--- config.mk ---
export PLATFORM = sky130hd
export DESIGN_NAME = frame_shifter
export DESIGN_NICKNAME = d
export VERILOG_FILES = /design/src/rtl/frame_shifter_pkg.sv /design/src/rtl/fs_modereg.sv /design/src/rtl/fs_halfgen.sv /design/src/rtl/fs_shiftpath.sv /design/src/rtl/frame_shifter.sv
export SDC_FILE = /design/constraint.sdc
export NUM_CORES = 1
export LEC_CHECK = 0
export BUFFER_PORTS_ARGS = -buffer_cell sky130_fd_sc_hd__buf_2
export CAP_MARGIN = 30
export CORE_MARGIN = 4
export CORE_UTILIZATION = 54
export DETAILED_ROUTE_END_ITERATION = 7
export HOLD_SLACK_MARGIN = 0.06
export PLACE_DENSITY_LB_ADDON = 0.05
export SLEW_MARGIN = 20
export SYNTH_ARGS = -nofsm -noshare
export SYNTH_HDL_FRONTEND = slang
export SYNTH_SLANG_ARGS = --single-unit
--- constraint.sdc ---
create_clock -name clk -period 3.2 [get_ports clk]
set_input_delay 0.48 -clock clk [delete_from_list [all_inputs] [get_ports clk]]
set_output_delay 0.48 -clock clk [all_outputs]
set_load 0.005 [all_outputs]
--- src/rtl/frame_shifter_pkg.sv ---
package frame_shifter_pkg;

  localparam int unsigned BYTE_W = 8;

  typedef struct packed {
    logic       lsb_first;
    logic       wait_ack;
    logic [2:0] clk_sel;
    logic [2:0] bit_cnt;
  } mode_t;

  typedef enum logic [2:0] {
    ST_IDLE,
    ST_DLOW,
    ST_DHIGH,
    ST_WAIT,
    ST_ALOW,
    ST_AHIGH
  } state_t;

  // number of data bits selected by the count field (0 encodes eight)
  function automatic logic [3:0] frame_len(input logic [2:0] cnt);
    return (cnt == 3'd0) ? 4'd8 : {1'b0, cnt};
  endfunction

  // system clocks per sclk half-period
  function automatic int unsigned half_cycles(input logic [2:0] sel,
                                              input int unsigned base_log);
    return 32'd1 << (32'(sel) + base_log);
  endfunction

endpackage

--- src/rtl/fs_modereg.sv ---
module fs_modereg
  import frame_shifter_pkg::*;
(
  input  logic              clk,
  input  logic              rst_n,
  input  logic              if_en,
  input  logic              we,
  input  logic [BYTE_W-1:0] wdata,
  output logic [BYTE_W-1:0] q
);

  logic wr_ok;
  assign wr_ok = we && if_en;

  always_ff @(posedge clk or negedge rst_n) begin
    if (!rst_n)     q <= '0;
    else if (wr_ok) q <= wdata;
  end


  mode_hold_chk: assert property (@(posedge clk) disable iff (!rst_n)
    $changed(q) |-> $past(we && if_en));

endmodule

--- src/rtl/fs_halfgen.sv ---
module fs_halfgen
  import frame_shifter_pkg::*;
#(
  parameter int unsigned BASE_LOG = 2
) (
  input  logic       clk,
  input  logic       rst_n,
  input  logic       load,
  input  logic       run,
  input  logic [2:0] sel,
  output logic       phase_end
);

  localparam int unsigned CNT_W = 7 + BASE_LOG;

  logic [2:0]       sel_q;
  logic [CNT_W-1:0] cnt;
  logic [CNT_W-1:0] reload_new;
  logic [CNT_W-1:0] reload_cur;

  assign reload_new = CNT_W'(half_cycles(sel,   BASE_LOG) - 1);
  assign reload_cur = CNT_W'(half_cycles(sel_q, BASE_LOG) - 1);
  assign phase_end  = run && (cnt == '0);

  always_ff @(posedge clk or negedge rst_n) begin
    if (!rst_n) begin
      sel_q <= '0;
      cnt   <= '0;
    end else if (load) begin
      sel_q <= sel;
      cnt   <= reload_new;
    end else if (run) begin
      cnt   <= (cnt == '0) ? reload_cur : cnt - 1'b1;
    end
  end


  cnt_range_chk: assert property (@(posedge clk) disable iff (!rst_n)
    run |-> (cnt <= reload_cur));

endmodule

--- src/rtl/fs_shiftpath.sv ---
module fs_shiftpath
  import frame_shifter_pkg::*;
(
  input  logic              clk,
  input  logic              rst_n,
  input  logic              load,
  input  logic              lsb_in,
  input  logic [BYTE_W-1:0] tx_in,
  input  logic              step,
  input  logic              sdi_in,
  output logic              tx_bit,
  output logic [BYTE_W-1:0] rx_byte
);

  logic              lsb_q;
  logic [BYTE_W-1:0] txs;

  assign tx_bit = lsb_q ? txs[0] : txs[BYTE_W-1];

  always_ff @(posedge clk or negedge rst_n) begin
    if (!rst_n) begin
      lsb_q   <= 1'b0;
      txs     <= '0;
      rx_byte <= '0;
    end else if (load) begin
      lsb_q   <= lsb_in;
      txs     <= tx_in;
      rx_byte <= '0;
    end else if (step) begin
      txs     <= lsb_q ? (txs >> 1) : (txs << 1);
      rx_byte <= lsb_q ? {sdi_in, rx_byte[BYTE_W-1:1]}
                       : {rx_byte[BYTE_W-2:0], sdi_in};
    end
  end

endmodule

--- src/rtl/frame_shifter.sv ---
module frame_shifter
  import frame_shifter_pkg::*;
#(
  parameter int unsigned BASE_LOG = 2
) (
  input  logic       clk,
  input  logic       rst_n,
  input  logic       if_en,
  input  logic       mode_we,
  input  logic [7:0] mode_wdata,
  output logic [7:0] mode_q,
  input  logic       ack_fmt,
  input  logic       start,
  input  logic [7:0] tx_data,
  output logic       busy,
  output logic       done,
  output logic [7:0] rx_data,
  output logic       ack_in,
  output logic       sclk,
  output logic       sdo,
  input  logic       sdi
);

  mode_t      mode;
  state_t     st;
  logic [3:0] bits_left;
  logic       fmt_q, wait_q;
  logic       sclk_q, sdo_q, done_q, ack_q;
  logic       accept, phase_end, eff_lsb, next_bit;
  logic       rise_data, ack_phase;

  fs_modereg u_mode (
    .clk(clk), .rst_n(rst_n), .if_en(if_en),
    .we(mode_we), .wdata(mode_wdata), .q(mode_q)
  );

  assign mode      = mode_t'(mode_q);
  assign busy      = (st != ST_IDLE);
  assign accept    = start && !busy;
  assign eff_lsb   = mode.lsb_first && !ack_fmt;
  assign rise_data = (st == ST_DLOW) && phase_end;
  assign ack_phase = (st == ST_WAIT) || (st == ST_ALOW) || (st == ST_AHIGH);

  fs_halfgen #(.BASE_LOG(BASE_LOG)) u_half (
    .clk(clk), .rst_n(rst_n), .load(accept), .run(busy),
    .sel(mode.clk_sel), .phase_end(phase_end)
  );

  fs_shiftpath u_shift (
    .clk(clk), .rst_n(rst_n), .load(accept), .lsb_in(eff_lsb),
    .tx_in(tx_data), .step(rise_data), .sdi_in(sdi),
    .tx_bit(next_bit), .rx_byte(rx_data)
  );

  always_ff @(posedge clk or negedge rst_n) begin
    if (!rst_n) begin
      st        <= ST_IDLE;
      bits_left <= '0;
      fmt_q     <= 1'b0;
      wait_q    <= 1'b0;
      sclk_q    <= 1'b1;
      sdo_q     <= 1'b1;
      done_q    <= 1'b0;
      ack_q     <= 1'b0;
    end else begin
      done_q <= 1'b0;
      case (st)
        ST_IDLE: if (accept) begin
          st        <= ST_DLOW;
          bits_left <= frame_len(mode.bit_cnt);
          fmt_q     <= ack_fmt;
          wait_q    <= mode.wait_ack;
          sclk_q    <= 1'b0;
          sdo_q     <= eff_lsb ? tx_data[0] : tx_data[7];
          ack_q     <= 1'b0;
        end
        ST_DLOW: if (phase_end) begin
          st        <= ST_DHIGH;
          sclk_q    <= 1'b1;
          bits_left <= bits_left - 1'b1;
        end
        ST_DHIGH: if (phase_end) begin
          if (bits_left != '0) begin
            st     <= ST_DLOW;
            sclk_q <= 1'b0;
            sdo_q  <= next_bit;
          end else if (fmt_q) begin
            st     <= wait_q ? ST_WAIT : ST_ALOW;
            sclk_q <= 1'b0;
            sdo_q  <= 1'b1;
          end else begin
            st     <= ST_IDLE;
            done_q <= 1'b1;
          end
        end
        ST_WAIT: if (phase_end) st <= ST_ALOW;
        ST_ALOW: if (phase_end) begin
          st     <= ST_AHIGH;
          sclk_q <= 1'b1;
          ack_q  <= sdi;
        end
        ST_AHIGH: if (phase_end) begin
          st     <= ST_IDLE;
          done_q <= 1'b1;
        end
        default: st <= ST_IDLE;
      endcase
    end
  end

  assign sclk   = sclk_q;
  assign sdo    = sdo_q;
  assign done   = done_q;
  assign ack_in = ack_q;


  sdo_low_only_chk: assert property (@(posedge clk) disable iff (!rst_n)
    $changed(sdo_q) |-> !sclk_q);


  idle_high_chk: assert property (@(posedge clk) disable iff (!rst_n)
    !busy |-> sclk_q);


  done_pulse_chk: assert property (@(posedge clk) disable iff (!rst_n)
    done_q |=> !done_q);


  done_idle_chk: assert property (@(posedge clk) disable iff (!rst_n)
    done_q |-> !busy);


  ack_release_chk: assert property (@(posedge clk) disable iff (!rst_n)
    ack_phase |-> sdo_q);


  bits_range_chk: assert property (@(posedge clk) disable iff (!rst_n)
    bits_left <= 4'd8);

endmodule

==> metrics.txt, run 1 <==
Required @ worst endpoint roughly 3.4 ns; most common cell after layout, fill and taps aside dfrtp_1; post-synthesis sequential area ratio between 40% and 50%; count of nets left with antenna violations after detail routing 0; area taken by flip-flops and latches 1250 µm²; Fill cells 452; clock buffers created by TritonCTS 5; total detailed-routing wirelength roughly 6.4 mm; number of placed I/O pins 44; Setup Fix Bufs, Post-CTS 0; Worst Reg2Reg Path Length in Cells 12; total power density per cell area 585 nW/µm²; max incr delay on CP 0.50 ns; crit-path max FO 9; Max Cap Violations 0; launch point of the worst reg-to-reg path u_half.sel_q[1]$_DFFE_PN0N_; routed wire length per instance 15.0 µm; antenna violations before repair 0; final critical delay including setup and external delays about 2.9 ns; first-iteration detailed-routing DRC count 101; final worst-path cycle share around nine tenths; share of final-layout standard cells stronger than drive strength 1 23.2%; number of flops mapped to enable cells by yosys 0; number of standard cells after synthesis 317; cts-stage hold buffer count 0; syn_nets 344; Initial DRT Pass Iterations 4; CTS HTree Levels 2; number of setup violations in the final report 0; Worst setup SP type flop; Vert. Die Dim 81.4 µm; gp weighted congestion 0.866; number of slew-limit violations in the final report 0; sum of net half-perimeters after detailed placement 4.62 mm; final cell count without fillers 428; most used cells in the layout excluding fill and tap cells 48 x dfrtp_1, 43 x buf_2, 36 x nand2_1, 27 x o21ai_0, 26 x nor2_1; cell total after placement 420; worst-path cell chain ha_1 > or3b_2 > nor4_2 > a21oi_1 > nor2_1 > a41oi_1 > ha_1 > o21ai_0 > a211o_1 > nor3_1 > xnor2_1 > a21oi_1; share of the core filled with cells 63.9%; number of global-route vias before repair roughly 2200; NumNets Final between 300 and 400; YS warnings 0; clock tree sinks 50; CTS root buf clkbuf_8; detailed-route vias per instance 5.76; Main synth FF type dfrtp_1; Max Clock Freq 0.347 GHz; data arrival at the endpoint of the critical path 3.12 ns; worst-case register-to-register setup slack between 0.3 and 0.4 ns; Die W approximately 81 µm; routed vias 2467; kind of critical path reg -> reg; largest net degree at the start of global routing 31; overall die area 6620 µm²; overall overflow remaining after global route 0; deepest clock path buffer count 2; # resized after CTS 0; highest ir drop seen on vdd 0.000327 V; Core Region slightly above 5000 µm²; worst setup skew after layout ~0.0042 ns; endpoint type of the worst setup path flop; count of cell types in the netlist 53; aggregate negative setup slack 0 ns; clock-pin slew of the registers on the worst-case setup and hold paths roughly 0.09 ns; Starting Density 56.2%; setup repair after global routing missed its margin no; status finished clean; end of the worst register-to-register path u_half.cnt[6]$_DFFE_PN0N_; Fin. Hold Viols 0; worst slew slack as a fraction of its limit 49.2%; Synth Cell Area a little under 3000 µm²; clock tree from TritonCTS yes; pin slew with the least headroom to its limit 0.753 ns; global-route wire length before repair between 10 and 15 mm; final-layout worst hold slack 0.209 ns; Worst Hold Class in -> async; Post-synth ARST share 100%; global router's overall resource usage 20.9%; Layout Area Growth over Synthesis 13.7%; number of synthesized register bits 50; area taken by multi-input logic gates 1550 µm²; latest clock arrival within the worst-skew pair around 0.30 ns; leakage dissipation 0.00138 µW; Synth Area per Inst between 9 and 10 µm²; Std-Cell Rows 26; count of port buffers added during placement 43; ant diodes 0; slowest cell on the critical path or3b_2; DR DRC count 0
## sequential cells by signal, summed over array words and instances, names as in the netlist
signal / cells
u_half.cnt: 9
u_mode.q: 8
u_shift.rx_byte: 8
u_shift.txs: 8
bits_left: 4
st: 3
u_half.sel_q: 3
ack_in: 1
done: 1
fmt_q: 1
sclk: 1
sdo: 1
u_shift.lsb_q: 1
wait_q: 1
## stage by stage
stage               setup WS [ns]  total power, µW  area [µm²]
floorplan                   0.510             1340        2910
global placement            0.307             1510        3190
detailed placement          0.203             1530        3190
CTS                         0.194             1940        3300
global route               0.0760             2070        3300
finish                      0.321             1930        3300
## cell usage after synthesis, types with 7 or more instances
| library cell | instances | area, µm² |
|---|---|---|
| a21oi_1 | 25 | 125 |
| a31oi_1 | 7 | 43.8 |
| clkbuf_1 | 11 | 41.3 |
| dfrtp_1 | 48 | 1200 |
| inv_1 | 8 | 30.0 |
| mux2_2 | 10 | 113 |
| mux2i_1 | 20 | 200 |
| nand2_1 | 36 | 135 |
| nand3_1 | 9 | 45.0 |
| nor2_1 | 26 | 97.6 |
| nor4_1 | 7 | 43.8 |
| o21ai_0 | 27 | 135 |
| o21ai_1 | 10 | 50.1 |
## how the worst max path moves through the flow
stage	start	end	slack, ns	cells after the start
after global placement	u_half.sel_q[1]$_DFFE_PN0N_	u_half.cnt[6]$_DFFE_PN0N_	0.31	12
after global routing	u_half.sel_q[1]$_DFFE_PN0N_	u_half.cnt[8]$_DFFE_PN0N_	0.08	12
after floorplan	u_half.sel_q[1]$_DFFE_PN0N_	u_half.cnt[6]$_DFFE_PN0N_	0.51	12
after CTS	u_half.sel_q[1]$_DFFE_PN0N_	u_half.cnt[6]$_DFFE_PN0N_	0.19	12
final	u_half.sel_q[1]$_DFFE_PN0N_	u_half.cnt[6]$_DFFE_PN0N_	0.32	12
after detailed placement	u_half.sel_q[1]$_DFFE_PN0N_	u_half.cnt[6]$_DFFE_PN0N_	0.20	12
## cell families after synthesis
group           share of synthesized area, %
fa+ha+maj                               1.72
xor+xnor                                1.81
mux                                     11.2
flops                                   43.2
compound gates                          17.6
simple gates                            20.7
buf+inv                                 3.88
## power by group
part           switching (µW)  internal [µW]  total, µW
logic                     300            286        586
clock network             215            199        414
registers                 162            771        933
## routing by layer
| metal | part of all wire (%) | vias to the layer above | global-route usage (%) |
|---|---|---|---|
| met4 | 1.5 | 0 | 6.76 |
| met3 | 4.6 | 9 | 3.55 |
| met5 | 0 | - | 0 |
| met2 | 44 | 57 | 31.0 |
| met1 | 50 | 1165 | 30.7 |
| li1 | - | 1236 | - |
## worst max-delay path, delay by kind of cell (launching register included)
family          cells  cell delay (ns)
compound gates      5             0.59
flops               1             0.48
simple gates        4             0.93
fa+ha+maj           2             0.66
xor+xnor            1             0.15
## cell type report
class,count,share of cell area (%)
Inverter,8,0.909
Multi-Input combinational cell,241,47.0
Timing Repair Buffer,51,8.33
Clock inverter,1,0.265
Clock buffer,7,2.92
Tap cell,70,2.65
Sequential cell,50,38.0
(Power assumes the default switching activity.)
==> run 2, diff against run 1 <==
==> constraint.sdc (replaced) <==
create_clock -name clk -period 3.2 [get_ports clk]
set_input_delay 0.96 -clock clk [delete_from_list [all_inputs] [get_ports clk]]
set_output_delay 0.96 -clock clk [all_outputs]
set_load 0.005 [all_outputs]
==> run 2 against run 1 <==
Register-to-register slack hardly changed. Sequential share of layout area is 0.057 points lower. Clock skew is 0.0035 ns higher. Sequential cell count stayed put. Count of clock-buffer cells in the layout is 1 lower. Routed wire length is 0.44% higher. Die area stayed put. Total power is 1.6% lower. Core utilization is 0.097 points higher. Cell count is 0.47% higher. Sequential power is 0.8% higher. Critical path type unchanged. Largest power group unchanged.
==> metrics.txt, run 2 (synthesis results as in run 1) <==
antenna violations before repair 0 (unchanged); total power density per cell area 575 nW/µm² (-1.7%); final-layout worst hold slack 0.511 ns (+0.302 ns); Hold Path Cell Cnt 2; number of global-route vias before repair 2287 (+3.6%); Worst Hold Class reg -> reg; global-route wire length before repair 11.1 mm (+3.3%); CTS root buf clkbuf_8; Setup Fix Bufs, Post-CTS 0 (unchanged); worst setup skew after layout 0.00766 ns (+0.00350 ns); routed wire length per instance 15.0 µm (about the same); leakage dissipation 0.00138 µW (+0.25%); aggregate negative setup slack 0 ns (unchanged); number of buffers and inverters on the critical path 0 (unchanged); area taken by flip-flops and latches 1250 µm² (unchanged); NumNets Final 386 (+0.52%); final critical delay including setup and external delays 2.88 ns (-0.00159 ns); data arrival at the endpoint of the critical path 3.06 ns (-0.06 ns); family with the most delay on the worst path simple AND/OR/NAND/NOR gates; detailed-route vias per instance 5.74 (-0.42%); Required @ worst endpoint 3.38 ns (-0.06 ns); gp weighted congestion 0.878 (+1.4%); end of the worst register-to-register path u_half.cnt[8]$_DFFE_PN0N_; ant diodes 0 (unchanged); Worst setup SP type flop; Starting Density 56.2% (unchanged); cell total after placement 422 (+0.48%); most common cell after layout, fill and taps aside dfrtp_1; crit-path max FO 9 (unchanged); clock-pin slew of the registers on the worst-case setup and hold paths 0.09 ns (about the same); count of port buffers added during placement 43 (unchanged); clock tree sinks 50 (unchanged); overall overflow remaining after global route 0 (unchanged); flip-flop count of the largest register, all copies and words added 9 (unchanged); clock tree from TritonCTS yes; Die W 81.4 µm (unchanged); final cell count without fillers 430 (+0.47%); number of setup violations in the final report 0 (unchanged); final worst-path cycle share 89.9% (about the same); global router's overall resource usage 21.7% (+0.80 points); count of nets left with antenna violations after detail routing 0 (unchanged); overall die area 6620 µm² (unchanged); Core Region 5170 µm² (unchanged); kind of critical path reg -> reg; endpoint type of the worst setup path flop; Initial DRT Pass Iterations 4 (unchanged); setup repair after global routing missed its margin no; slowest cell on the critical path or3b_2; share of final-layout standard cells stronger than drive strength 1 23.6% (+0.43 points); largest net degree at the start of global routing 32 (+3.2%); cts-stage hold buffer count 0 (unchanged); number of slew-limit violations in the final report 0 (unchanged); Max Cap Violations 0 (unchanged); Worst Reg2Reg Path Length in Cells 12 (unchanged); pin slew with the least headroom to its limit 0.749 ns (-0.00405 ns); register ranked first by flip-flop count u_half.cnt; Std-Cell Rows 26 (unchanged); max incr delay on CP 0.49 ns (about the same); worst-path cell chain ha_1 > or3b_2 > nor4_2 > a21oi_1 > nor2_1 > a41oi_1 > ha_1 > o21ai_0 > a211o_1 > nor4_1 > mux2i_1 > nand3_1; total detailed-routing wirelength 6.45 mm (+0.44%); Layout Area Growth over Synthesis 13.9%; worst slack at placement 0.239 ns (+0.0365 ns); Fin. Hold Viols 0 (unchanged); total stage count of the critical path 12 (unchanged); most used cells in the layout excluding fill and tap cells 48 x dfrtp_1, 43 x buf_2, 36 x nand2_1, 27 x o21ai_0, 26 x nor2_1; launch point of the worst reg-to-reg path u_half.sel_q[1]$_DFFE_PN0N_; first-iteration detailed-routing DRC count 121 (+20%); Vert. Die Dim 81.4 µm (unchanged); number of placed I/O pins 44 (unchanged); capture point of the worst path u_half.cnt[8]$_DFFE_PN0N_; latest clock arrival within the worst-skew pair 0.30 ns (about the same); highest ir drop seen on vdd 0.000290 V (-11%); # resized after CTS 0 (unchanged); CTS HTree Levels 2 (unchanged); sum of net half-perimeters after detailed placement 4.79 mm (+3.7%); worst setup slack after layout 0.322 ns (+0.00159 ns); status finished clean; Max Clock Freq 0.347 GHz (about the same); worst setup path startpoint u_half.sel_q[1]$_DFFE_PN0N_; worst slew slack as a fraction of its limit 49.4% (+0.27 points); Fill cells 457 (+1.1%); worst-case register-to-register setup slack 0.32 ns (about the same); clock buffers created by TritonCTS 5 (unchanged); share of the core filled with cells 64.0% (+0.097 points); area taken by multi-input logic gates 1550 µm² (unchanged); Critical Path Most Common Cell ha_1; deepest clock path buffer count 2 (unchanged); DR DRC count 0 (unchanged); routed vias 2468 (+0.041%)
-- run 2: cell types whose count changed in the layout (fill, tap and decap cells not counted), sizes merged --
| cell | delta |
|---|---|
| buf | +2 |
| clkbuf | -1 |
| clkinvlp | +1 |
-- run 2: how the worst min path moves through the flow --
stage                           startpoint                           to  slack [ns]
2_1_floorplan  u_half.sel_q[2]$_DFFE_PN0N_  u_half.sel_q[2]$_DFFE_PN0N_        0.45
3_3_place_gp   u_half.sel_q[2]$_DFFE_PN0N_  u_half.sel_q[2]$_DFFE_PN0N_        0.49
3_5_place_dp   u_half.sel_q[2]$_DFFE_PN0N_  u_half.sel_q[2]$_DFFE_PN0N_        0.50
4_1_cts        u_half.sel_q[2]$_DFFE_PN0N_  u_half.sel_q[2]$_DFFE_PN0N_        0.52
5_1_grt        u_half.sel_q[2]$_DFFE_PN0N_  u_half.sel_q[2]$_DFFE_PN0N_        0.56
6_report           u_mode.q[6]$_DFFE_PN0P_           wait_q$_DFFE_PN0P_        0.51
-- run 2: metrics by stage --
step	total power [µW]	instance area, µm²
2_1_floorplan	1340	2910
3_3_place_gp	1510	3210
3_5_place_dp	1530	3210
4_1_cts	1910	3300
5_1_grt	2060	3310
6_report	1900	3310
-- run 2: report_power, final --
group	internal, µW	switching, µW	total (µW)
clock network	174	206	380
logic	288	294	582
registers	771	169	940
total	1230	669	1900
-- run 2: cell type report --
cell class / count / area share [%]
clock inverter: 2 / 0.378
clock buffer: 6 / 2.50
multi-input combinational: 241 / 46.9
inverter: 8 / 0.908
sequential: 50 / 37.9
tap: 70 / 2.65
timing repair buffer: 53 / 8.77
-- run 2: worst min-delay path, delay by kind of cell (launching register included) --
kind	cells	cell delay (ns)
flops	1	0.37
simple gates	1	0.05
compound gates	1	0.06
-- run 2: metal layers --
metal	routed length (µm)	GRT usage, %	vias to the layer above	share of wire, %
met5	0	0	-	0
met4	48	5.24	0	0.74
met3	471	5.21	4	7.3
met2	2830	31.3	85	44
met1	3100	32.5	1140	48
li1	-	-	1239	-
